$ cat src/rtl/bitpix_pkg.sv
package bitpix_pkg;
    typedef enum logic [1:0] {
        ST_RECV = 2'd0,
        ST_MEAS = 2'd1,
        ST_HOLD = 2'd2,
        ST_FWD  = 2'd3
    } bitpix_state_e;
endpackage

$ cat src/rtl/bitpix_sync.sv
module bitpix_sync #(
    parameter int STAGES = 2
) (
    input  logic clk,
    input  logic rst,
    input  logic din,
    output logic lvl,
    output logic rise,
    output logic fall
);
    logic [STAGES-1:0] pipe;
    logic              last;

    always_ff @(posedge clk) begin
        if (rst) begin
            pipe <= '0;
            last <= 1'b0;
        end else begin
            pipe <= {pipe[STAGES-2:0], din};
            last <= pipe[STAGES-1];
        end
    end

    assign lvl  = pipe[STAGES-1];
    assign rise = pipe[STAGES-1] & ~last;
    assign fall = ~pipe[STAGES-1] & last;
endmodule

$ cat src/rtl/bitpix_width.sv
module bitpix_width #(
    parameter int WIN_CYC    = 10,
    parameter int GLITCH_CYC = 1
) (
    input  logic clk,
    input  logic rst,
    input  logic start,
    input  logic run,
    input  logic lvl,
    output logic long_hit,
    output logic above_glitch
);
    localparam int CW = $clog2(WIN_CYC + 1);

    logic [CW-1:0] cnt;

    always_ff @(posedge clk) begin
        if (rst)
            cnt <= '0;
        else if (start)
            cnt <= CW'(1);
        else if (run && lvl)
            cnt <= cnt + CW'(1);
    end

    assign long_hit     = run && lvl && (cnt == CW'(WIN_CYC - 1));
    assign above_glitch = (cnt > CW'(GLITCH_CYC));
endmodule

$ cat src/rtl/bitpix_idle.sv
module bitpix_idle #(
    parameter int IDLE_CYC = 320
) (
    input  logic clk,
    input  logic rst,
    input  logic run,
    input  logic kick,
    output logic expire
);
    localparam int TW = $clog2(IDLE_CYC + 1);

    logic [TW-1:0] cnt;

    always_ff @(posedge clk) begin
        if (rst || !run || kick)
            cnt <= '0;
        else
            cnt <= cnt + TW'(1);
    end

    assign expire = run && !kick && (cnt == TW'(IDLE_CYC - 1));
endmodule

$ cat src/rtl/bitpix_node.sv
module bitpix_node
    import bitpix_pkg::*;
#(
    parameter int SYNC_STAGES = 2,
    parameter int WIN_CYC     = 10,
    parameter int GLITCH_CYC  = 1,
    parameter int IDLE_CYC    = 320
) (
    input  logic clk,
    input  logic rst,
    input  logic din,
    output logic dout,
    output logic led
);
    bitpix_state_e state_q, state_n;
    logic lvl_s, rise_s, fall_s;
    logic long_hit, above_glitch, expire;
    logic led_q, led_n, dout_q;
    logic win_start;

    bitpix_sync #(.STAGES(SYNC_STAGES)) u_sync (
        .clk (clk),
        .rst (rst),
        .din (din),
        .lvl (lvl_s),
        .rise(rise_s),
        .fall(fall_s)
    );

    assign win_start = rise_s && ((state_q == ST_RECV) || expire);

    bitpix_width #(.WIN_CYC(WIN_CYC), .GLITCH_CYC(GLITCH_CYC)) u_width (
        .clk         (clk),
        .rst         (rst),
        .start       (win_start),
        .run         (state_q == ST_MEAS),
        .lvl         (lvl_s),
        .long_hit    (long_hit),
        .above_glitch(above_glitch)
    );

    bitpix_idle #(.IDLE_CYC(IDLE_CYC)) u_idle (
        .clk   (clk),
        .rst   (rst),
        .run   (state_q == ST_FWD),
        .kick  (fall_s),
        .expire(expire)
    );

    // next-state and decision logic
    always_comb begin
        state_n = state_q;
        led_n   = led_q;
        unique case (state_q)
            ST_RECV: if (rise_s) state_n = ST_MEAS;
            ST_MEAS: begin
                if (fall_s) begin
                    if (above_glitch) begin
                        led_n   = 1'b0;
                        state_n = ST_FWD;
                    end else begin
                        state_n = ST_RECV;
                    end
                end else if (long_hit) begin
                    led_n   = 1'b1;
                    state_n = ST_HOLD;
                end
            end
            ST_HOLD: if (fall_s) state_n = ST_FWD;
            ST_FWD:  if (expire) state_n = rise_s ? ST_MEAS : ST_RECV;
            default: state_n = ST_RECV;
        endcase
    end

    // state register
    always_ff @(posedge clk) begin
        if (rst)
            state_q <= ST_RECV;
        else
            state_q <= state_n;
    end

    // output registers
    always_ff @(posedge clk) begin
        if (rst) begin
            led_q  <= 1'b0;
            dout_q <= 1'b0;
        end else begin
            led_q  <= led_n;
            dout_q <= (state_q == ST_FWD) && !expire && lvl_s;
        end
    end

    assign led  = led_q;
    assign dout = dout_q;
endmodule

$ cat config.mk
export PLATFORM = sky130hd
export DESIGN_NAME = bitpix_node
export DESIGN_NICKNAME = d
export VERILOG_FILES = /design/src/rtl/bitpix_pkg.sv /design/src/rtl/bitpix_sync.sv /design/src/rtl/bitpix_width.sv /design/src/rtl/bitpix_idle.sv /design/src/rtl/bitpix_node.sv
export SDC_FILE = /design/constraint.sdc
export NUM_CORES = 1
export LEC_CHECK = 0
export BUFFER_PORTS_ARGS = -buffer_cell sky130_fd_sc_hd__buf_2
export CAP_MARGIN = 20
export CORE_MARGIN = 10
export CORE_UTILIZATION = 55
export DETAILED_ROUTE_END_ITERATION = 10
export PLACE_DENSITY = 0.7
export SYNTH_ARGS = -nofsm -noshare
export SYNTH_HDL_FRONTEND = slang
export SYNTH_HIERARCHICAL = 1
export SYNTH_SLANG_ARGS = --single-unit
$ cat constraint.sdc
create_clock -name clk -period 2.39 [get_ports clk]
set_input_delay 0.478 -clock clk [delete_from_list [all_inputs] [get_ports clk]]
set_output_delay 0.478 -clock clk [all_outputs]
set_load 0.1 [all_outputs]
==> results of run 1 <==
[power by group]
group | internal, W | total, W | switching (W) | leakage [nW]
Combinational | 0.00000934 | 0.0000222 | 0.0000129 | 0.188
Clock | 0.0000928 | 0.000191 | 0.0000983 | 0.0210
Sequential | 0.000337 | 0.000341 | 0.00000419 | 0.162
Total | 0.000439 | 0.000555 | 0.000115 | 0.370
[sequential cells by signal, summed over array words and instances (netlist names), named ones only]
register and cells:
dout 1, u_sync/last 1, state_q 1, led 1, u_width/cnt 4, u_sync/pipe 2
u_idle/cnt 9
[metal layers]
layer  global-route usage, %  wire length (um)  vias up
li1                        -                 -      380
met1                    13.3               858      305
met2                    12.4               603        6
met3                    3.34                63        2
met4                    4.70                10        0
met5                       0                 0        -
[cells in the mapped netlist]
cell type  count
a2111oi_2      1
a211o_1        1
a211oi_1       2
a211oi_2       1
a21oi_1        6
a311oi_1       1
and2_1         2
and3_1         1
and3_2         1
buf_2          1
dfxtp_1       20
ha_1           4
inv_1          7
mux2_2         1
mux2i_1        1
nand2_1        4
nand2_2        1
nand3_1        5
nand4_1        2
nor2_1         7
nor2b_1        7
nor2b_2        1
nor3_1         4
nor3b_1        1
nor4b_1        1
o211ai_1       1
o21a_1         1
o21ai_0        5
o21ai_1        1
or3_1          4
or3b_1         1
or4_1          1
xnor2_1        3
xor2_1         2
[final cells by class]
cell class / instances / area, um^2 / area share [%]
inverter: 7 / 26.3 / 2.62
clock buffer: 4 / 36.3 / 3.62
timing repair buffer: 5 / 27.5 / 2.75
tap: 16 / 20.0 / 2.00
sequential: 20 / 400 / 40.0
multi-input combinational: 74 / 492 / 49.1
[kinds of logic (layout without fill, tap and decap cells)]
family / count (synthesis) / in the layout / synth area share (%)
AO/OA/AOI/OAI: 20 / 20 / 14.6
XOR/XNOR: 5 / 5 / 4.74
adder cells (fa/ha/maj): 4 / 4 / 5.42
buffers and inverters: 8 / 16 / 3.39
flip-flops: 20 / 20 / 43.4
multiplexers: 2 / 2 / 2.30
AND/OR/NAND/NOR: 43 / 43 / 26.2
[metrics by stage]
| stage | area, um^2 | utilization (%) | total power, W | instances |
|---|---|---|---|---|
| floorplan | 923 | - | 0.000362 | 102 |
| global placement | 966 | 62.7 | 0.000370 | 122 |
| detailed placement | 966 | 62.7 | 0.000371 | 122 |
| CTS | 1000 | 65.0 | 0.000565 | 126 |
| global route | 1000 | 65.0 | 0.000581 | 126 |
| finish | 1000 | 65.0 | 0.000555 | 126 |
[cell usage in the layout, fill, tap and decap left out, types with 2 or more instances in the layout]
cell	n
a211oi_1	2
a21oi_1	6
and2_1	2
buf_2	4
clkbuf_4	3
dfxtp_1	20
ha_1	4
inv_1	7
nand2_1	4
nand3_1	5
nand4_1	2
nor2_1	7
nor2b_1	7
nor3_1	4
o21ai_0	5
or3_1	4
xnor2_1	3
xor2_1	2
[worst max path at each step]
stage               start              to  slack [ps]  cells past startpoint
global route         flop  u_width/cnt[0]         330                      7
floorplan            flop   u_idle/cnt[8]         730                      5
finish               flop  u_width/cnt[0]         550                      7
global placement      rst   u_idle/cnt[8]         570                      4
detailed placement   flop  u_width/cnt[0]         550                      7
CTS                  flop  u_width/cnt[0]         520                      7
[worst max-delay path: cells and delay by family, from the launching register on]
kind            cells  cell delay [ps]
simple gates        4              870
buf+inv             1               60
flops               1              470
compound gates      2              400
==> summary.txt, run 1 <==
Place
  – Gp weighted congestion: 0.735
  – DP HPWL: 1190 um
  – Worst slack, placed: 550 ps
  – Buffers on Ports: 4

Die
  – Die height: 61.0 um
  – Core area: between 1500 and 2000 um^2
  – Row Count: 14
  – Initial Utilization: 59.9%
  – Die X-Extent: 61.0 um
  – # IOs: 5
  – Die area: 3720 um^2

Worst hold path
  – Hold endpoint: u_sync/pipe[0]
  – Hold Path Depth: 2
  – Min-Delay Startpoint: din
  – Hold Path Class: primary input to flop

Timing
  – Slew Limit Fails: 0
  – Crit share post-route: 76.8%
  – Setup Skew: roughly 6.9 ps
  – Unrepaired setup endpoints after global routing: no
  – Final WS setup: 553 ps
  – Hold Violations, Final: 0
  – Fmax: approximately 540 MHz
  – Tightest Pin Transition: 489 ps
  – Final Setup Violations: 0
  – Slew headroom: about 68%
  – Hold Slack: 387 ps
  – Setup TNS: 0 ps
  – Final min period: 1840 ps

Finish
  – Layout cells sized above 1: 13.6%
  – Diode count: 0
  – NumNets Final: 118
  – Area growth syn-to-layout: 8.54%
  – # fillers: 134

GRT
  – Tot GR Track Use: 9.52%
  – Antenna violations before repair: 0
  – First-pass GRT wire length: between 2000 and 3000 um
  – Largest net degree at the start of global routing: 14
  – Vias in the first global route: 593
  – Global route total overflow: 0

Power
  – Static leakage: 0.370 nW
  – VDD IR max: 0.362 mV
  – PD cells: 554 nW/um^2

Routing
  – Antenna Nets Post-Route: 0
  – Drt drc: 0
  – WL final: 1540 um
  – Via Count: 693
  – Routed WL per cell: 12.2 um
  – Drt first pass iters: 4
  – DR iter-0 viols: 14
  – Vias per inst: 5.50

Yosys
  – Yosys Warn Count: 6
  – Register area share after synthesis: 43.4%
  – Distinct cells, synth: 34
  – Yosys top cell area share: between 40% and 50%
  – Mapped Nets: 109
  – Mapped Area: 923 um^2
  – Syn Inst Count: 102
  – Top post-synthesis cells by area: dfxtp_1 (43%), ha_1 (5.4%), nor2b_1 (4.7%)
  – Area leader, netlist: dfxtp_1
  – Number of synthesized register bits: 20
  – Syn_area_per_cell: between 9 and 10 um^2

Setup path
  – Critical path class: flop to flop
  – FF-to-FF setup slack: 550 ps
  – FF-to-FF End: u_width/cnt[0]
  – WP data required: roughly 2600 ps
  – Crit path max fanout: 8
  – Crit path DAT: between 2000 and 2500 ps
  – R2R cell count: 7
  – CP peak stage delay: 470 ps
  – Slowest CP cell: dfxtp_1
  – Critical path cell sequence: and2_1 > nor4b_1 > nand2_1 > nor3_1 > o21a_1 > inv_1 > a21oi_1
  – CP Launch Type: flop
  – CP Capture Type: flop

CTS
  – CTS Buf Count: 3
  – Htree depth: 1
  – Post-CTS Resized: 0
  – TritonCTS clock tree: done
  – Root Buffer Master: clkbuf_4
  – # clock sinks: 20
  – Post-CTS Setup Repair Bufs: 0
  – Clock tree buffer depth: 2
  – CTS Hold Buffers Added: 0
  – Clk Latency, worst-skew pair: 300 ps
  – Clk slew on worst S/H paths: 110 ps

Status
  – Outcome: completed

Run
  – Max cap viols: 0
No activity file was read; power rests on OpenSTA's default activity.
==> run 2: changes to the inputs <==
- CORE_UTILIZATION: 55 -> 51
- PLACE_DENSITY: 0.7 -> 0.68
- clock period: 2.39 -> 1.5 ns (I/O delays scaled with it)
==> run 2 against run 1 <==
  * The flow now finishes with violations (setup timing)
  * Register-to-register slack worse by 590 ps
  * Final cell count is 17% higher
  * Die area is 5.2% higher
  * Clock power is 96% higher
  * Sequential power is 59% higher
  * Global-route usage is 0.48 points higher
  * Combinational power is 130% higher
  * Count of clock-buffer cells in the layout stayed put
  * Sequential cell count stayed put
  * Total power is 75% higher
  * Core utilization is 5.2 points higher
  * Sequential share of layout area is 5.7 points lower
  * Critical endpoint is now u_idle/cnt[8]
  * Largest power group unchanged
==> summary.txt, run 2 (same netlist as run 1, synthesis figures left out) <==
Die
  – Die X-Extent: 62.6 um (was 61.0 um)
  – Initial Utilization: 53.5% (was 59.9%)
  – # IOs: 5 (unchanged)
  – Die height: 62.6 um (was 61.0 um)
  – Core area: 1730 um^2 (was 1540 um^2)
  – Row Count: 15 (was 14)
  – Die area: 3910 um^2 (was 3720 um^2)

Timing
  – Fmax: 650 MHz (was 544 MHz)
  – Final Setup Violations: 1 (was 0)
  – Final WS setup: -38.4 ps (was 553 ps)
  – Tightest Pin Transition: 489 ps (about the same)
  – Slew Limit Fails: 0 (unchanged)
  – Unrepaired setup endpoints after global routing: yes (was no)
  – Setup Skew: 7.19 ps (was 6.90 ps)
  – Final min period: 1540 ps (was 1840 ps)
  – Crit share post-route: 103% (was 76.8%)
  – Slew headroom: 67.6% (about the same)
  – Hold Violations, Final: 0 (unchanged)
  – Hold Slack: 210 ps (was 387 ps)

CTS
  – Root Buffer Master: clkbuf_4 (unchanged)
  – # clock sinks: 20 (unchanged)
  – Clk slew on worst S/H paths: 120 ps (was 110 ps)
  – CTS Buf Count: 3 (unchanged)
  – Htree depth: 1 (unchanged)
  – Clk Latency, worst-skew pair: 300 ps (about the same)
  – Clock tree buffer depth: 2 (unchanged)
  – TritonCTS clock tree: done (unchanged)

Worst hold path
  – Hold Path Class: primary input to flop (unchanged)

Finish
  – Max FFs per register: 9 (unchanged)
  – Final Util: 70.2% (was 65.0%)
  – Area of the multi-input gates: 567 um^2 (was 492 um^2)
  – Most frequent cells in the layout: dfxtp_1 (14), buf_4 (14), nor2_1 (7) (was dfxtp_1 (20), nor2_1 (7), inv_1 (7), nor2b_1 (7), a21oi_1 (6))
  – Area growth syn-to-layout: 31.3% (was 8.54%)
  – Biggest register: u_idle/cnt (unchanged)
  – # fillers: 133 (was 134)
  – NumNets Final: 131 (was 118)
  – Diode count: 0 (unchanged)
  – Layout cells sized above 1: 39.0% (was 13.6%)
  – Sequential cell area: 415 um^2 (was 400 um^2)
  – Largest regs: u_idle/cnt: 9 flops, u_width/cnt: 4 flops, u_sync/pipe: 2 flops (unchanged)

Status
  – Outcome: finished, violations left (was completed)
  – Failing checks: setup timing

Routing
  – DR iter-0 viols: 30 (was 14)
  – Routed WL per cell: 12.9 um (was 12.2 um)
  – Via Count: 783 (was 693)
  – Drt drc: 0 (unchanged)
  – Vias per inst: 5.29 (was 5.50)
  – Antenna Nets Post-Route: 0 (unchanged)
  – WL final: 1910 um (was 1540 um)
  – Drt first pass iters: 4 (unchanged)

Power
  – PD cells: 799 nW/um^2 (was 554 nW/um^2)
  – VDD IR max: 0.648 mV (was 0.362 mV)
  – Static leakage: 0.473 nW (was 0.370 nW)

Place
  – Worst slack, placed: -93.8 ps (was 550 ps)
  – Gp weighted congestion: 0.755 (was 0.735)
  – Buffers on Ports: 4 (unchanged)
  – DP HPWL: 1290 um (was 1190 um)

GRT
  – Tot GR Track Use: 10.0% (was 9.52%)
  – First-pass GRT wire length: 3280 um (was 2690 um)
  – Global route total overflow: 0 (unchanged)
  – Vias in the first global route: 729 (was 593)
  – Largest net degree at the start of global routing: 13 (was 14)
  – Antenna violations before repair: 0 (unchanged)

Setup path
  – Critical path class: flop to flop (unchanged)
  – CP Launch Type: flop (unchanged)
  – Critical path cell sequence: and2_4 > buf_4 > or3b_4 > or4_1 > nand2_1 (was and2_1 > nor4b_1 > nand2_1 > nor3_1 > o21a_1 > inv_1 > a21oi_1)
  – Crit path max fanout: 6 (was 8)
  – CP peak stage delay: 400 ps (was 470 ps)
  – Crit path DAT: 1790 ps (was 2070 ps)
  – WP data required: 1750 ps (was 2620 ps)
  – Slowest CP cell: or4_1 (was dfxtp_1)
  – CP Capture Type: flop (unchanged)

Run
  – Max cap viols: 0 (unchanged)
==> run 2: changes by cell type in the layout (fill, tap and decap cells not counted), sizes merged <==
cell  before  now
buf        5   18
==> run 2: cell type report <==
class                   count  share of cell area, %
repair buffers             18                   10.3
flip-flops and latches     20                   34.3
well taps                  25                   2.58
multi-input cells          74                   46.7
clock buffers               4                   3.92
inverters                   7                   2.17
==> run 2: what timing repair did <==
item,4_1_cts,5_1_grt
setup endpoints to repair,6,7
buffers inserted,0,3
pin swaps,1,12
hold buffers,0,0
resized for setup,8,16
==> run 2: power by group <==
part	total (W)	switching [W]	internal (W)	leakage, nW
clock	0.000375	0.000172	0.000203	0.0261
sequential	0.000541	0.00000648	0.000534	0.165
combinational	0.0000519	0.0000266	0.0000253	0.281
total	0.000968	0.000205	0.000763	0.473
==> run 2: worst max-delay path: cells and delay by family, from the launching register on <==
kind / cells / cell delay (ps)
DFF: 1 / 390
buffers and inverters: 1 / 110
and+or+nand+nor: 4 / 970
==> run 2: per-stage QoR <==
step / setup TNS (ps) / total power [W] / area (um^2) / std cells
global route: -373 / 0.00101 / 1210 / 148
finish: -38.4 / 0.000968 / 1210 / 148
detailed placement: -192 / 0.000599 / 1070 / 141
floorplan: 0 / 0.000575 / 945 / 102
global placement: -158 / 0.000598 / 1070 / 141
CTS: -21.8 / 0.000974 / 1140 / 145
==> run 2: worst paths after layout <==
check            startpoint  depth (start not counted)  slack, ps             end
max              state_q[0]                          5        -40   u_idle/cnt[8]
max reg2reg      state_q[0]                          5        -40   u_idle/cnt[8]
min                     din                          2        210  u_sync/pipe[0]
min reg2reg  u_sync/pipe[0]                          1        470  u_sync/pipe[1]
==> run 2: per-layer routing <==
layer	share of wire (%)	global-route usage (%)	wire length, um	up-vias
met3	4.8	3.23	91	4
met2	46	15.3	886	16
met1	47	12.7	899	357
met4	1.5	3.63	29	0
met5	0	0	0	-
li1	-	-	-	406
==> run 3: changes to the inputs <==
- CAP_MARGIN: 20 -> 5
- CTS_BUF_LIST: unset -> sky130_fd_sc_hd__clkbuf_16
- SKIP_LAST_GASP: unset -> 1
==> run 3 against run 2 <==
  * The run now ends clean
  * Critical endpoint unchanged
  * Maximum frequency increased by 3.6%
  * Total power grew 30%
  * Wire length up 5.3%
  * Clock skew decreased by 4.9 ps
==> summary.txt, run 3 (same netlist as run 1, synthesis figures left out) <==
Setup path
  – CP Launch Type: flop (unchanged)
  – WP data required: 1700 ps (was 1750 ps)
  – CP peak stage delay: 400 ps (about the same)
  – Crit path max fanout: 4 (was 6)
  – Critical path class: flop to flop (unchanged)
  – CP Capture Type: flop (unchanged)
  – Slowest CP cell: or4_1 (unchanged)
  – Crit path DAT: 1690 ps (was 1790 ps)
  – Critical path cell sequence: and2_4 > buf_6 > or3b_4 > or4_1 > nand2_1 (was and2_4 > buf_4 > or3b_4 > or4_1 > nand2_1)

GRT
  – Tot GR Track Use: 10.8% (was 10.0%)
  – Global route total overflow: 0 (unchanged)
  – Antenna violations before repair: 0 (unchanged)
  – First-pass GRT wire length: 3490 um (was 3280 um)
  – Vias in the first global route: 774 (was 729)
  – Largest net degree at the start of global routing: 13 (unchanged)

CTS
  – # clock sinks: 20 (unchanged)
  – Root Buffer Master: clkbuf_16 (was clkbuf_4)
  – Clk slew on worst S/H paths: 60 ps (was 120 ps)
  – CTS Hold Buffers Added: 0 (unchanged)
  – CTS Buf Count: 3 (unchanged)
  – Clock tree buffer depth: 2 (unchanged)
  – TritonCTS clock tree: done (unchanged)
  – Htree depth: 1 (unchanged)
  – Clk Latency, worst-skew pair: 260 ps (was 300 ps)

Finish
  – Max FFs per register: 9 (unchanged)
  – Largest regs: u_idle/cnt: 9 flops, u_width/cnt: 4 flops, u_sync/pipe: 2 flops (unchanged)
  – Commonest non-fill, non-tap cell in the layout: dfxtp_1
  – Fin area: 1260 um^2 (was 1210 um^2)
  – Diode count: 0 (unchanged)
  – NumNets Final: 132 (was 131)
  – Most frequent cells in the layout: dfxtp_1 (16), buf_4 (14), nor2_1 (7), inv_1 (7) (was dfxtp_1 (14), buf_4 (14), nor2_1 (7))
  – Layout cells sized above 1: 36.3% (was 39.0%)
  – Sequential cell area: 410 um^2 (was 415 um^2)
  – Area growth syn-to-layout: 36.4% (was 31.3%)
  – # fillers: 129 (was 133)
  – Area of the multi-input gates: 556 um^2 (was 567 um^2)
  – Biggest register: u_idle/cnt (unchanged)
  – Finished Layout Cells: 149 (was 148)

Die
  – Die height: 62.6 um (unchanged)
  – Die area: 3910 um^2 (unchanged)
  – Die X-Extent: 62.6 um (unchanged)
  – # IOs: 5 (unchanged)
  – Initial Utilization: 53.5% (unchanged)
  – Core area: 1730 um^2 (unchanged)
  – Row Count: 15 (unchanged)

Run
  – Max cap viols: 0 (unchanged)

Timing
  – Hold Violations, Final: 0 (unchanged)
  – Slew Limit Fails: 0 (unchanged)
  – Slew headroom: 67.8% (was 67.6%)
  – Unrepaired setup endpoints after global routing: yes (unchanged)
  – Final Setup Violations: 0 (was 1)
  – Crit share post-route: 99.0% (was 103%)
  – Tightest Pin Transition: 486 ps (was 489 ps)
  – Fmax: 673 MHz (was 650 MHz)
  – Setup TNS: 0 ps (was -38.4 ps)
  – Final WS setup: 14.8 ps (was -38.4 ps)
  – Setup Skew: 2.30 ps (was 7.19 ps)
  – Final min period: 1490 ps (was 1540 ps)

Power
  – Static leakage: 0.495 nW (was 0.473 nW)
  – PD cells: 1000 nW/um^2 (was 799 nW/um^2)
  – VDD IR max: 1.00 mV (was 0.648 mV)

Routing
  – DR iter-0 viols: 22 (was 30)
  – Vias per inst: 5.31 (was 5.29)
  – Via Count: 791 (was 783)
  – Drt drc: 0 (unchanged)
  – Antenna Nets Post-Route: 0 (unchanged)
  – Drt first pass iters: 4 (unchanged)
  – WL final: 2010 um (was 1910 um)
  – Routed WL per cell: 13.5 um (was 12.9 um)

Place
  – Worst slack, placed: -93.8 ps (unchanged)
  – Gp weighted congestion: 0.755 (unchanged)
  – Dpl cells: 141 (unchanged)
  – Cell area after placement: 1070 um^2 (unchanged)
  – Buffers on Ports: 4 (unchanged)
  – DP HPWL: 1290 um (unchanged)

Status
  – Outcome: completed (was finished, violations left)

Worst hold path
  – Hold Path Class: primary input to flop (unchanged)
[run 3: cell types whose count changed in the layout (fill, tap and decap cells not counted), sizes merged]
cell  before  now
buf       18   19
[run 3: through the flow]
step	total power (W)	util (%)	hold WS (ps)
6_report	0.00126	73.0	257
5_1_grt	0.00131	73.0	311
4_1_cts	0.00128	70.9	251
3_5_place_dp	0.000599	61.8	441
3_3_place_gp	0.000598	61.8	420
2_1_floorplan	0.000575	-	363
[run 3: layer usage]
metal / track usage [%] / up-vias / part of all wire, %
met4: 5.87 / 0 / 2.2
met2: 16.7 / 11 / 46
li1: - / 402 / -
met3: 3.23 / 5 / 4.2
met5: 0 / - / 0
met1: 13.1 / 373 / 47
[run 3: final timing paths]
check / from / end / slack, ps / cells past startpoint
worst max-delay path: flop / u_idle/cnt[8] / 10 / 5
worst min-delay path: din / u_sync/pipe[0] / 260 / 2
worst max register to register: flop / u_idle/cnt[8] / 10 / 5
worst min register to register: u_sync/pipe[0] / u_sync/pipe[1] / 460 / 1
[run 3: critical path: cells and delay by family, from the launching register on]
kind                   cells  cell delay, ps
buffers and inverters      1              90
and+or+nand+nor            4             980
DFF                        1             360
[run 3: layout make-up]
class	instances	share of cell area, %
Clock buffer	4	7.94
Inverter	7	2.09
Multi-Input combinational cell	74	44.1
Sequential cell	20	32.6
Tap cell	25	2.48
Timing Repair Buffer	19	10.8
[run 3: power breakdown]
group          switching (W)  total (W)  internal [W]
combinational      0.0000268  0.0000523     0.0000255
sequential        0.00000534   0.000541      0.000536
clock               0.000207   0.000670      0.000463
total               0.000239    0.00126       0.00102
[run 3: what timing repair did]
action | 4_1_cts | 5_1_grt
resized for setup | 8 | 10
pin swaps | 4 | 7
setup endpoints to repair | 6 | 9
setup buffers | 3 | 1
